## config.mk

```make
export PLATFORM = sky130hd
export DESIGN_NAME = cfg_stream_seq
export DESIGN_NICKNAME = d
export VERILOG_FILES = /design/src/rtl/cfg_seq_pkg.sv /design/src/rtl/cfg_byte_fetch.sv /design/src/rtl/cfg_phy_wport.sv /design/src/rtl/cfg_stream_seq.sv
export SDC_FILE = /design/constraint.sdc
export NUM_CORES = 1
export LEC_CHECK = 0
export ABC_AREA = 1
export CAP_MARGIN = 10
export CORE_UTILIZATION = 60
export DETAILED_ROUTE_END_ITERATION = 6
export PLACE_DENSITY = 0.89
export RECOVER_POWER = 100
export SETUP_SLACK_MARGIN = 0.02
export SYNTH_ARGS = -nofsm -noshare
export SYNTH_HDL_FRONTEND = slang
export SYNTH_SLANG_ARGS = --single-unit
export TNS_END_PERCENT = 10
```

## constraint.sdc

```tcl
create_clock -name clk -period 4.75 [get_ports clk]
set_input_delay 0.7125 -clock clk [delete_from_list [all_inputs] [get_ports clk]]
set_output_delay 0.7125 -clock clk [all_outputs]
set_load 0.02 [all_outputs]
```

## src/rtl/cfg_seq_pkg.sv

```systemverilog
package cfg_seq_pkg;
   localparam logic [63:0] HDR_MAGIC = 64'h4452444445415448;
   localparam int unsigned HDR_SKIP  = 12;

   localparam logic [7:0] OP_WR0   = 8'd0;
   localparam logic [7:0] OP_WR1   = 8'd1;
   localparam logic [7:0] OP_WRB   = 8'd2;
   localparam logic [7:0] OP_RANGE = 8'd3;
   localparam logic [7:0] OP_WAIT0 = 8'd4;
   localparam logic [7:0] OP_WAIT1 = 8'd5;

   localparam logic [1:0] ERR_NONE  = 2'd0;
   localparam logic [1:0] ERR_MAGIC = 2'd1;
   localparam logic [1:0] ERR_OPC   = 2'd2;
   localparam logic [1:0] ERR_TRAIN = 2'd3;

   typedef enum logic [3:0] {
      S_IDLE, S_MAGIC, S_SKIP, S_COUNT, S_HEAD,
      S_DATA, S_RLEN, S_RDAT, S_WAIT, S_NEXT
   } seq_state_t;
endpackage

```

## src/rtl/cfg_byte_fetch.sv

```systemverilog
module cfg_byte_fetch #(
   parameter int unsigned ADDR_W    = 16,
   parameter int unsigned MAX_BYTES = 8,
   parameter int unsigned LEN_W     = 4,
   localparam int unsigned VAL_W    = 8 * MAX_BYTES
) (
   input  logic              clk,
   input  logic              rst_n,
   input  logic              clr,
   input  logic              skip,
   input  logic              req,
   input  logic [LEN_W-1:0]  len,
   output logic              rd_en,
   output logic [ADDR_W-1:0] rd_addr,
   input  logic [7:0]        rd_data,
   output logic [VAL_W-1:0]  val,
   output logic              vld
);
   logic             active, pend;
   logic [LEN_W-1:0] issued, got, need;
   logic [ADDR_W-1:0] ptr;

   if (LEN_W < $clog2(MAX_BYTES + 1)) begin : g_len_chk
      $error("cfg_byte_fetch: LEN_W too small for MAX_BYTES");
   end

   assign rd_en   = active && (issued < need);
   assign rd_addr = ptr;

   always_ff @(posedge clk or negedge rst_n) begin
      if (!rst_n) begin
         active <= 1'b0;
         pend   <= 1'b0;
         issued <= '0;
         got    <= '0;
         need   <= '0;
         ptr    <= '0;
         val    <= '0;
         vld    <= 1'b0;
      end else begin
         vld  <= 1'b0;
         pend <= rd_en;
         if (clr)
            ptr <= '0;
         else if (skip)
            ptr <= ptr + ADDR_W'(len);
         if (req && !active) begin
            active <= 1'b1;
            issued <= '0;
            got    <= '0;
            need   <= len;
            val    <= '0;
         end
         if (rd_en) begin
            ptr    <= ptr + 1'b1;
            issued <= issued + 1'b1;
         end
         if (pend) begin
            val[8*int'(got) +: 8] <= rd_data;
            got <= got + 1'b1;
            if (got == need - 1'b1) begin
               active <= 1'b0;
               vld    <= 1'b1;
            end
         end
      end
   end
endmodule

```

## src/rtl/cfg_phy_wport.sv

```systemverilog
module cfg_phy_wport #(
   parameter int unsigned ADDR_W = 25,
   parameter int unsigned DATA_W = 16
) (
   input  logic              clk,
   input  logic              rst_n,
   input  logic              en,
   input  logic [ADDR_W-1:0] addr,
   input  logic [DATA_W-1:0] data,
   output logic              we_o,
   output logic [ADDR_W-1:0] addr_o,
   output logic [DATA_W-1:0] data_o
);
   always_ff @(posedge clk or negedge rst_n) begin
      if (!rst_n) begin
         we_o   <= 1'b0;
         addr_o <= '0;
         data_o <= '0;
      end else begin
         we_o <= en;
         if (en) begin
            addr_o <= addr;
            data_o <= data;
         end
      end
   end
endmodule

```

## src/rtl/cfg_stream_seq.sv

```systemverilog
module cfg_stream_seq
   import cfg_seq_pkg::*;
#(
   parameter int unsigned STREAM_AW = 16,
   parameter int unsigned PHY_AW    = 25,
   parameter int unsigned NUM_PHY   = 2,
   localparam int unsigned WORD_W   = 16,
   localparam int unsigned LEN_W    = 4
) (
   input  logic                 clk,
   input  logic                 rst_n,
   input  logic                 start_i,
   output logic                 busy_o,
   output logic                 done_o,
   output logic                 err_o,
   output logic [1:0]           err_code_o,
   output logic                 rd_en_o,
   output logic [STREAM_AW-1:0] rd_addr_o,
   input  logic [7:0]           rd_data_i,
   input  logic [1:0]           trn_done_i,
   input  logic [1:0]           trn_fail_i,
   output logic                 p0_we_o,
   output logic [PHY_AW-1:0]    p0_addr_o,
   output logic [WORD_W-1:0]    p0_data_o,
   output logic                 p1_we_o,
   output logic [PHY_AW-1:0]    p1_addr_o,
   output logic [WORD_W-1:0]    p1_data_o
);
   if (NUM_PHY != 2) begin : g_phy_chk
      $error("cfg_stream_seq: exactly two PHY ports are supported");
   end
   if (PHY_AW < 2 || PHY_AW > 32) begin : g_aw_chk
      $error("cfg_stream_seq: PHY_AW must be within 2..32");
   end

   seq_state_t state;
   logic             f_clr, f_skip, f_req, f_vld;
   logic [LEN_W-1:0] f_len;
   logic [63:0]      f_val;
   logic [31:0]      remain, rcnt, ridx;
   logic [7:0]       op;
   logic [23:0]      idx;
   logic             done_q, err_q;
   logic [1:0]       code_q;
   logic [NUM_PHY-1:0] wr_en;
   logic [31:0]      off_full;
   logic [PHY_AW-1:0] wr_off;
   logic [WORD_W-1:0] wr_val;
   logic             wait_sel;

   cfg_byte_fetch #(.ADDR_W(STREAM_AW), .MAX_BYTES(8), .LEN_W(LEN_W)) u_fetch (
      .clk(clk), .rst_n(rst_n), .clr(f_clr), .skip(f_skip), .req(f_req),
      .len(f_len), .rd_en(rd_en_o), .rd_addr(rd_addr_o), .rd_data(rd_data_i),
      .val(f_val), .vld(f_vld)
   );

   // offset of the current write: entry base plus burst position
   always_comb begin
      wr_en    = '0;
      off_full = {7'd0, idx, 1'b0};
      if (state == S_RDAT)
         off_full = {7'd0, idx, 1'b0} + {ridx[30:0], 1'b0};
      wr_off = off_full[PHY_AW-1:0];
      wr_val = f_val[WORD_W-1:0];
      if (f_vld && state == S_DATA && op <= OP_WRB) begin
         wr_en[0] = (op != OP_WR1);
         wr_en[1] = (op != OP_WR0);
      end
      if (f_vld && state == S_RDAT)
         wr_en = '1;
   end

   logic              pw_we   [NUM_PHY];
   logic [PHY_AW-1:0] pw_addr [NUM_PHY];
   logic [WORD_W-1:0] pw_data [NUM_PHY];

   for (genvar g = 0; g < NUM_PHY; g++) begin : g_port
      cfg_phy_wport #(.ADDR_W(PHY_AW), .DATA_W(WORD_W)) u_wport (
         .clk(clk), .rst_n(rst_n), .en(wr_en[g]), .addr(wr_off), .data(wr_val),
         .we_o(pw_we[g]), .addr_o(pw_addr[g]), .data_o(pw_data[g])
      );
   end

   assign p0_we_o   = pw_we[0];
   assign p0_addr_o = pw_addr[0];
   assign p0_data_o = pw_data[0];
   assign p1_we_o   = pw_we[1];
   assign p1_addr_o = pw_addr[1];
   assign p1_data_o = pw_data[1];

   assign wait_sel   = (op == OP_WAIT1);
   assign busy_o     = (state != S_IDLE);
   assign done_o     = done_q;
   assign err_o      = err_q;
   assign err_code_o = code_q;

   always_ff @(posedge clk or negedge rst_n) begin
      if (!rst_n) begin
         state  <= S_IDLE;
         f_clr  <= 1'b0;
         f_skip <= 1'b0;
         f_req  <= 1'b0;
         f_len  <= '0;
         remain <= '0;
         rcnt   <= '0;
         ridx   <= '0;
         op     <= '0;
         idx    <= '0;
         done_q <= 1'b0;
         err_q  <= 1'b0;
         code_q <= ERR_NONE;
      end else begin
         f_clr  <= 1'b0;
         f_skip <= 1'b0;
         f_req  <= 1'b0;
         done_q <= 1'b0;
         unique case (state)
            S_IDLE: if (start_i) begin
               err_q  <= 1'b0;
               code_q <= ERR_NONE;
               f_clr  <= 1'b1;
               f_req  <= 1'b1;
               f_len  <= LEN_W'(8);
               state  <= S_MAGIC;
            end
            S_MAGIC: if (f_vld) begin
               if (f_val != HDR_MAGIC) begin
                  err_q  <= 1'b1;
                  code_q <= ERR_MAGIC;
                  state  <= S_IDLE;
               end else begin
                  f_skip <= 1'b1;
                  f_len  <= LEN_W'(HDR_SKIP);
                  state  <= S_SKIP;
               end
            end
            S_SKIP: begin
               f_req <= 1'b1;
               f_len <= LEN_W'(4);
               state <= S_COUNT;
            end
            S_COUNT: if (f_vld) begin
               remain <= f_val[31:0];
               if (f_val[31:0] == 32'd0) begin
                  done_q <= 1'b1;
                  state  <= S_IDLE;
               end else begin
                  f_req <= 1'b1;
                  f_len <= LEN_W'(4);
                  state <= S_HEAD;
               end
            end
            S_HEAD: if (f_vld) begin
               op  <= f_val[31:24];
               idx <= f_val[23:0];
               if (f_val[31:24] > OP_WAIT1) begin
                  err_q  <= 1'b1;
                  code_q <= ERR_OPC;
                  state  <= S_IDLE;
               end else if (f_val[31:24] == OP_RANGE) begin
                  f_req <= 1'b1;
                  f_len <= LEN_W'(4);
                  state <= S_RLEN;
               end else begin
                  f_req <= 1'b1;
                  f_len <= LEN_W'(2);
                  state <= S_DATA;
               end
            end
            S_DATA: if (f_vld) begin
               if (op >= OP_WAIT0) state <= S_WAIT;
               else                state <= S_NEXT;
            end
            S_RLEN: if (f_vld) begin
               rcnt <= f_val[31:0];
               ridx <= '0;
               if (f_val[31:0] == 32'd0) begin
                  state <= S_NEXT;
               end else begin
                  f_req <= 1'b1;
                  f_len <= LEN_W'(2);
                  state <= S_RDAT;
               end
            end
            S_RDAT: if (f_vld) begin
               ridx <= ridx + 1'b1;
               if (ridx + 1'b1 == rcnt) begin
                  state <= S_NEXT;
               end else begin
                  f_req <= 1'b1;
                  f_len <= LEN_W'(2);
               end
            end
            S_WAIT: begin
               if (trn_fail_i[wait_sel]) begin
                  err_q  <= 1'b1;
                  code_q <= ERR_TRAIN;
                  state  <= S_IDLE;
               end else if (trn_done_i[wait_sel]) begin
                  state <= S_NEXT;
               end
            end
            S_NEXT: begin
               remain <= remain - 1'b1;
               if (remain == 32'd1) begin
                  done_q <= 1'b1;
                  state  <= S_IDLE;
               end else begin
                  f_req <= 1'b1;
                  f_len <= LEN_W'(4);
                  state <= S_HEAD;
               end
            end
            default: state <= S_IDLE;
         endcase
      end
   end
endmodule

```

# Yosys cells after proc, flatten, opt, wreduce, memory -nomap -nowiden
# Cells that the tools add are included.
[classes] order_cmp=5 n_shift=2 reduce_logical=25 mux=89 add_sub_neg=9 eq_ne=34
[op_table] operator="64-bit 2-to-1 mux" count=2
[op_table] operator="32-bit case mux with 2 select lines" count=2
[op_table] operator="4-bit 2-to-1 mux" count=26
[op_table] operator="32-bit 2-to-1 mux" count=3
[op_table] operator="64-bit bitwise mux" count=1
[op_table] operator="64-bit by 63-bit != test with 1-bit output (second input constant)" count=1
[op_table] operator="8-bit by 33-bit variable shift with 64-bit output (first input constant)" count=1
[op_table] operator="8-bit by 33-bit variable part select with 64-bit output" count=1
[op_table] operator="16-bit 2-to-1 mux" count=3
[op_table] operator="4-bit case mux with 10 select lines" count=1
[op_table] operator="7-bit negator with 33-bit output" count=1
[op_table] operator="32-bit by 1-bit adder with 32-bit output (second input constant)" count=1
[op_table] operator="32-bit by 1-bit == test with 1-bit output (second input constant)" count=1
[op_table] operator="32-bit == test" count=1
[op_table] operator="32-bit zero test" count=1
[op_table] operator="4-bit case mux with 8 select lines" count=1
[op_table] operator="32-bit by 1-bit subtractor with 32-bit output (second input constant)" count=1
[op_table] operator="1-bit 2-to-1 mux" count=31
[op_table] operator="25-bit adder" count=1
[op_table] operator="25-bit 2-to-1 mux" count=1
[op_table] operator="2-bit 2-to-1 mux" count=10
[op_table] operator="2-bit != test (second input constant)" count=10
[op_table] operator="16-bit by 1-bit adder with 16-bit output (second input constant)" count=1
[op_table] operator="16-bit by 4-bit adder with 16-bit output" count=1
[op_table] operator="35 further kinds" count=61
[word_totals] input_bits=15 ff_bits=322

# Logic depth before layout (Yosys ltp)
# Gate-level depths: netlist of the first run.
[logic_depth] word_depth=6 ltp_mapped=18 depth_no_buf=18

# Modules after synthesis
# Synthesis of the first run repeated with hierarchy kept, for this count alone.
[unflattened] cells_unflattened=2419 hier_area_um2=18372.6
[by_module_without_submodules] module="cfg_stream_seq" instances=1 seq_area_each_um2=3553.4 area_each_um2=9775.6 cells_per_inst=1421
[by_module_without_submodules] module="cfg_byte_fetch" instances=1 seq_area_each_um2=2377.3 area_each_um2=5311.3 cells_per_inst=648
[by_module_without_submodules] module="cfg_phy_wport" instances=2 seq_area_each_um2=1051.0 area_each_um2=1642.8 cells_per_inst=175

# Worst setup path after synthesis of the first run
# Ideal clock, no wire load.
[synth_path] kind="reg2reg" start="register u_fetch.got[0]" end="register u_fetch.val[56]" stages_incl_launch_ff=14 setup_slack_ps=2501 arrival_time_ps=2154 n_path_buf=2 setup_ps=95 path_cell_list="dfrtp_1 > inv_1 > clkbuf_1 > ha_1 > nand2_1 > nor2_2 > nor3_2 > inv_1 > nor3_1 > inv_1 > nor2_1 > buf_2 > nand2_1 > o31ai_1"
[synth_between] elab_chain_cells=4 elab_cells_between_ends=5 classes_between="add/sub: 1; shift: 2; mux: 2"
[synth_lines] element="start: declaration" line_no="cfg_byte_fetch.sv:20" text="logic [LEN_W-1:0] issued, got, need;"
[synth_lines] element="start signal: assignment" line_no="cfg_byte_fetch.sv:60" text="got <= got + 1'b1;"
[synth_lines] element="7-bit negator with 33-bit output (*)" line_no="cfg_byte_fetch.sv:59" text="val[8*int'(got) +: 8] <= rd_data;"
[synth_lines] element="8-bit by 33-bit variable part select with 64-bit output or 8-bit by 33-bit variable shift with 64-bit output (tied branches)" line_no="cfg_byte_fetch.sv:59"
[synth_lines] element="64-bit bitwise mux (*)" line_no="cfg_byte_fetch.sv:59"
[synth_lines] element="64-bit 2-to-1 mux (*)" line_no="cfg_byte_fetch.sv:58" text="if (pend) begin"
[synth_lines] element="end signal: indexed assignment" line_no="cfg_byte_fetch.sv:59"
[synth_lines] element="end: declaration" line_no="cfg_byte_fetch.sv:16" text="output logic [VAL_W-1:0] val,"
# Every way passes the cells marked *; elsewhere a longest branch is shown, timed or not.
# A chain may end at the register's enable or synchronous reset.

# Worst setup path after layout of the first run
[layout_path] start="register op[5]" end="register g_port[1].u_wport.data_o[11]"
[layout_between] elab_chain_cells=4 elab_cells_between_ends=5 classes_between="order compare: 1; mux: 2; reduce/logical: 2"
[layout_lines] element="start: declaration" line_no="cfg_stream_seq.sv:41" text="logic [7:0] op;"
[layout_lines] element="start signal: assignment" line_no="cfg_stream_seq.sv:154" text="op <= f_val[31:24];"
[layout_lines] element="8-bit by 2-bit less-or-equal comparator with 1-bit output" line_no="cfg_stream_seq.sv:65" text="if (f_vld && state == S_DATA && op <= OP_WRB) begin"
[layout_lines] element="1-bit logical AND" line_no="cfg_stream_seq.sv:65"
[layout_lines] element="2-bit 2-to-1 mux (*)" line_no="cfg_stream_seq.sv:65"
[layout_lines] element="2-bit 2-to-1 mux (*)" line_no="cfg_stream_seq.sv:69" text="if (f_vld && state == S_RDAT)"
[layout_lines] element="end signal: assignment" line_no="cfg_phy_wport.sv:23" text="data_o <= data;"
[layout_lines] element="end: declaration" line_no="cfg_phy_wport.sv:12" text="output logic [DATA_W-1:0] data_o"
# Marks and branches as above.

==> metrics.yaml, run 1 <==
status: "finished, violations left"
violations: "design-rule violations, max-capacitance violations, max-slew violations"
power_switching_mw: 1.69
cts_tree: "done"
core_area_sq_mm: 0.0286
grt_pass1_wl_microns: 80500
worstSetupStartpointType: "flip-flop"
cts_resized: 0
area_growth_pct: 15.0
grt.overflow.total: 0
initial_core_util: 0.609
clock-sinks: 318
worst_slew_pin_slew_ns: 2.88
post-route-min-period_ns: 3.81
clkTransAtPathRegs_ns: 0.06
place_hpwl_microns: 36400
die_h_microns: 172
final_common_cell: "nand2_1"
nets: 2408
drtPass1Iterations: 7
fmax_mhz: 263
finalSetupViolCount: 0
dieArea_sq_mm: 0.0297
cts_buffer_depth: 3
path_max_fanout: 65
slew_headroom: -0.918
seq_power_share: 0.450
die_w_microns: 172
async_flop_share: 1.00
wire_per_inst_microns: 18.6
ys_seq_area_frac: 0.457
ff2ff_path_depth: 7
holdWs_ns: 0.469
endpoint_kind: "flip-flop"
hold_violations: 0
track_usage: 0.351
ant_nets: 0
vdd_drop_max_v: 0.000313
insertion_delay_ns: 0.53
avgSynthCellArea_sq_um: 7.72
htreeDepth: 2
min_path_type: "flip-flop to flip-flop"
drive_above_1_share: 0.0488
synth.distinct_cells: 60
syn_inst: 2258
drc: 1
required_ns: 5.14
internal-power_mw: 4.72
final_cell_mix: "583 x nand2_1, 318 x dfrtp_1, 268 x o21ai_0, 241 x inv_1, 212 x nor2_1"
r2r_start: "op[5]"
wirelength_microns: 51500
powerDensity_mw_per_mm2: 320
rr_endpoint: "g_port[1].u_wport.data_o[11]"
combPwrFrac: 0.104
crit_end: "g_port[1].u_wport.data_o[11]"
drt_first_iter_violations: 1987
antenna_found_initial: 2
portBuffers: 118
gp_congestion: 0.972
fill_cells: 2187
cts_hold_buf: 0
timing.reg2reg.setup_slack_ns: 0.94
p_leak_nw: 9.52
rows: 62
slew_viol_final: 444
drv_cap: 7
synth_edf_count: 0
crit_type: "flip-flop to flip-flop"
yosys_warnings: 0
grt_max_degree: 108
viasPerCell: 6.01
crit_start: "op[5]"
synth.ff_latch_count: 318
synth_flop_cell: "dfrtp_1"
grt_setup_unrepaired: "false"
synth_area_sq_mm: 0.0174
vias: 16600
cp.arrival_ns: 4.20
grt_pass1_vias: 15600
postCtsSetupBuffers: 0
pwr-share-clk: 0.446
numCtsBuffers: 35
finClkSkew_ns: 0.0257
setup-tns-final_ns: 0
swShare: 0.263
io_pins: 121
cts_root_buf: "clkbuf_16"
fin_crit_sh: 0.802
## critical path: stages (launching register included)
cell     delay [ns]
dfrtp_1        0.39
nor4_1         0.66
nand4_1        0.19
nor2_1         0.19
o21ai_0        0.13
nand2_1        0.56
inv_1          0.99
o21ai_0        0.52
## sequential cells by signal, summed over array words and instances, names as in the netlist, 4 cells and up
name                   cells
ridx                      32
u_fetch.issued             4
u_fetch.got                4
u_fetch.rd_addr           16
op                         8
state                      4
remain                    32
g_port.u_wport.addr_o     48
rcnt                      32
u_fetch.val               64
g_port.u_wport.data_o     32
idx                       24
## through the flow
step	cells	area (sq um)	setup WS, ns	util	power (mW)
CTS	2763	20100	1.19	0.703	6.43
floorplan	2259	17400	2.50	-	3.31
global placement	2701	18900	1.72	0.661	3.60
finish	2764	20000	0.941	0.700	6.41
global route	2763	20000	0.562	0.700	6.60
detailed placement	2701	18900	1.59	0.661	3.61
## how the worst min path moves through the flow
| stage | to | cells after the start | start |
|---|---|---|---|
| finish | g_port[1].u_wport.addr_o[3] | 2 | g_port[1].u_wport.addr_o[3] |
| global route | g_port[0].u_wport.addr_o[2] | 2 | g_port[0].u_wport.addr_o[2] |
| CTS | ridx[25] | 1 | rst_n |
| detailed placement | g_port[1].u_wport.addr_o[3] | 2 | g_port[1].u_wport.addr_o[3] |
| global placement | g_port[0].u_wport.addr_o[5] | 2 | g_port[0].u_wport.addr_o[5] |
| floorplan | done_o | 0 | rst_n |
## routing by layer
layer,wire length [microns],part of all wire,vias up,GRT usage
met2,24700,0.48,882,0.581
met1,19900,0.39,7834,0.459
li1,-,-,7713,-
met5,0,0,-,0
met4,2320,0.045,0,0.160
met3,4480,0.087,175,0.0455
## cell usage after synthesis (13+ instances only)
master | number | area (sq um)
inv_1 | 239 | 897
o22ai_1 | 31 | 194
nand3_1 | 156 | 781
dfrtp_1 | 318 | 7960
nand2_1 | 577 | 2170
nand2_2 | 13 | 81.3
ha_1 | 37 | 463
nor4_1 | 15 | 93.8
o31ai_1 | 27 | 203
nor3_1 | 23 | 115
o21ai_0 | 267 | 1340
nand4_1 | 37 | 231
nand3b_1 | 14 | 105
nor2_1 | 206 | 773
clkbuf_1 | 60 | 225
a31oi_1 | 13 | 81.3
a21oi_1 | 43 | 215
xnor2_1 | 17 | 149
xor2_1 | 27 | 236
o211ai_1 | 16 | 120
## cells by family after synthesis
| group | Yosys count | synth area share |
|---|---|---|
| and+or+nand+nor | 1085 | 0.271 |
| AOI/OAI and AO/OA | 446 | 0.146 |
| buffers and inverters | 321 | 0.0703 |
| DFF | 318 | 0.457 |
| xor gates and xnor gates | 47 | 0.0260 |
| adders and majority gates | 39 | 0.0289 |
| other | 1 | 0.000215 |
| muxes | 1 | 0.000646 |
## area by class of cell
type | count | area [sq um] | share of cell area
flip-flops and latches | 318 | 7960 | 0.397
multi-input cells | 1620 | 8190 | 0.409
clock buffers | 45 | 1030 | 0.0512
clock inverters | 17 | 189 | 0.00943
diodes | 1 | 2.50 | 0.000125
well taps | 384 | 480 | 0.0240
repair buffers | 130 | 1260 | 0.0627
inverters | 249 | 935 | 0.0466
## power groups by stage
stage	sequential [mW]	combinational [mW]	clock, mW
3_5_place_dp	2.93	0.684	0
5_1_grt	2.89	0.746	2.96
4_1_cts	2.88	0.691	2.86
6_report	2.88	0.667	2.86
2_1_floorplan	2.97	0.338	0
3_3_place_gp	2.93	0.672	0
No activity file was read; power rests on OpenSTA's default activity.
==> run 2: changes to the inputs <==
--- a/config.mk
+++ b/config.mk
@@ -7,9 +7,9 @@
 export LEC_CHECK = 0
 export ABC_AREA = 1
 export CAP_MARGIN = 10
-export CORE_UTILIZATION = 60
+export CORE_UTILIZATION = 54
 export DETAILED_ROUTE_END_ITERATION = 6
-export PLACE_DENSITY = 0.89
+export PLACE_DENSITY = 0.85
 export RECOVER_POWER = 100
 export SETUP_SLACK_MARGIN = 0.02
 export SYNTH_ARGS = -nofsm -noshare
==> constraint.sdc (replaced) <==
create_clock -name clk -period 3.5 [get_ports clk]
set_input_delay 0.525 -clock clk [delete_from_list [all_inputs] [get_ports clk]]
set_output_delay 0.525 -clock clk [all_outputs]
set_load 0.02 [all_outputs]
==> run 2 against run 1 <==
  * The run ends with max-capacitance violations, max-slew violations left
  * Clock skew shrank 0.0016 ns
  * Count of clock-buffer cells in the layout grew 5
  * Critical path depth grew 5
  * Routed wire length grew 2.2%
  * Critical endpoint is now u_fetch.val[31]
  * Largest cell class unchanged
  * Highest routed layer is now met5
==> metrics.yaml, run 2 (synthesized netlist as in run 1, its figures left out) <==
power_switching_mw: 2.30
cpMaxStageDelayCell: "clkbuf_1"
largest_reg_flops: 64
fin_cells: 2792
seq_power_share: 0.444
required_ns: 3.93
timing.reg2reg.setup_slack_ns: 0.28
rows: 65
post-route-min-period_ns: 3.22
biggestRegsByFlops: "u_fetch.val: 64 flops, g_port.u_wport.addr_o: 48 flops"
place_hpwl_microns: 37600
hold_violations: 0
cts_resized: 0
status: "finished, violations left"
path_max_fanout: 16
cts_root_buf: "clkbuf_16"
nets: 2415
grt_max_degree: 82
drc: 0
dp.cells: 2725
crit_top_cell: "inv_1"
holdWs_ns: 0.471
finClkSkew_ns: 0.0241
finalSetupViolCount: 0
dieArea_sq_mm: 0.0330
postCtsSetupBuffers: 0
min_path_type: "flip-flop to flip-flop"
cp.arrival_ns: 3.65
final_cell_mix: "582 x nand2_1, 318 x dfrtp_1, 268 x o21ai_0, 240 x inv_1, 209 x nor2_1"
core_area_sq_mm: 0.0316
worst_slew_pin_slew_ns: 2.11
clock-sinks: 318
portBuffers: 118
drive_above_1_share: 0.0511
setup-tns-final_ns: 0
final_common_cell: "nand2_1"
wire_per_inst_microns: 18.9
io_pins: 121
drtPass1Iterations: 6
area_growth_pct: 15.7
fin_crit_sh: 0.921
p_leak_nw: 9.56
clkTransAtPathRegs_ns: 0.06
pwr-share-clk: 0.454
powerDensity_mw_per_mm2: 439
numCtsBuffers: 36
initial_core_util: 0.551
endpoint_kind: "flip-flop"
cts_tree: "done"
worstSetupStartpointType: "flip-flop"
cp_top_family: "simple AND/OR/NAND/NOR gates"
worst-path-buf-inv: 4
slew_headroom: -0.407
multi_input_area_sq_mm: 0.00820
fill_cells: 2720
viasPerCell: 5.94
die_w_microns: 182
internal-power_mw: 6.54
insertion_delay_ns: 0.54
crit_type: "flip-flop to flip-flop"
cts_buffer_depth: 3
violations: "max-capacitance violations, max-slew violations"
combPwrFrac: 0.103
vdd_drop_max_v: 0.000412
antenna_found_initial: 3
grt_pass1_vias: 16100
seq_area_sq_mm: 0.00796
ff2ff_path_depth: 12
drt_first_iter_violations: 1583
ant_nets: 0
die_h_microns: 182
gp_congestion: 0.985
slew_viol_final: 106
track_usage: 0.322
crit_chain: "inv_1 -> ha_1 -> nand2_1 -> nor2_2 -> nor3_2 -> inv_1 -> nor3_1 -> inv_1 -> nor2_1 -> clkbuf_1 -> nand3_1 -> o31ai_1"
swShare: 0.260
largest_register: "u_fetch.val"
grt_pass1_wl_microns: 84300
htreeDepth: 2
cts_hold_buf: 0
grt.overflow.total: 0
vias: 16600
grt_setup_unrepaired: "false"
wirelength_microns: 52600
fmax_mhz: 310
drv_cap: 2
path_depth: 12
critPathMaxStageDelay_ns: 0.56
min_path_cells: 2
==> run 2: cell types whose count changed in the layout (fill, tap and decap cells not counted), moves of 3 or more <==
cell        previous run  this run
clkinvlp_4             4         1
clkbuf_1               5        10
clkinv_4               4         0
nor2_1               212       209
==> run 2: worst register-to-register path: cells and delay by family, from the launching register on <==
family,cells,cell delay [ns]
simple gates,6,1.11
buf+inv,4,1.05
flops,1,0.53
fa+ha+maj,1,0.31
compound gates,1,0.12
==> run 2: stage by stage <==
stage          instance area, sq um  setup WS (ns)  utilization  power (mW)
3_5_place_dp                  19000          0.667        0.601        4.93
3_3_place_gp                  19000          0.671        0.601        4.90
2_1_floorplan                 17400           1.25            -        4.49
6_report                      20200          0.278        0.637        8.84
5_1_grt                       20200         0.0954        0.637        9.13
4_1_cts                       20300          0.337        0.640        8.92
==> run 2: per-layer routing <==
metal	vias up	GRT usage	share of wire
met3	178	0.0503	0.074
met5	-	0	0.00028
met4	2	0.166	0.053
met1	7914	0.419	0.41
met2	772	0.524	0.46
li1	7731	-	-
==> run 2: final cells by class <==
class | instances | share of cell area
clock inverter | 14 | 0.00962
timing repair buffer | 136 | 0.0642
multi-input combinational | 1620 | 0.407
antenna | 3 | 0.000372
clock buffer | 50 | 0.0529
tap | 402 | 0.0250
sequential | 318 | 0.395
inverter | 249 | 0.0464
==> run 2: final timing paths <==
check | from | end
worst max-delay path | u_fetch.got[0] | u_fetch.val[31]
worst min-delay path | g_port[0].u_wport.addr_o[2] | g_port[0].u_wport.addr_o[2]
worst max register to register | u_fetch.got[0] | u_fetch.val[31]
worst min register to register | g_port[0].u_wport.addr_o[2] | g_port[0].u_wport.addr_o[2]
max in group asynchronous | rst_n | g_port[1].u_wport.data_o[14]
min in group asynchronous | rst_n | rcnt[16]
==> run 2: power groups by stage <==
stage | Combinational [mW] | Clock [mW] | Sequential, mW
3_5_place_dp | 0.942 | 0 | 3.99
3_3_place_gp | 0.925 | 0 | 3.98
2_1_floorplan | 0.458 | 0 | 4.03
4_1_cts | 0.953 | 4.04 | 3.92
5_1_grt | 1.02 | 4.17 | 3.94
6_report | 0.907 | 4.01 | 3.93
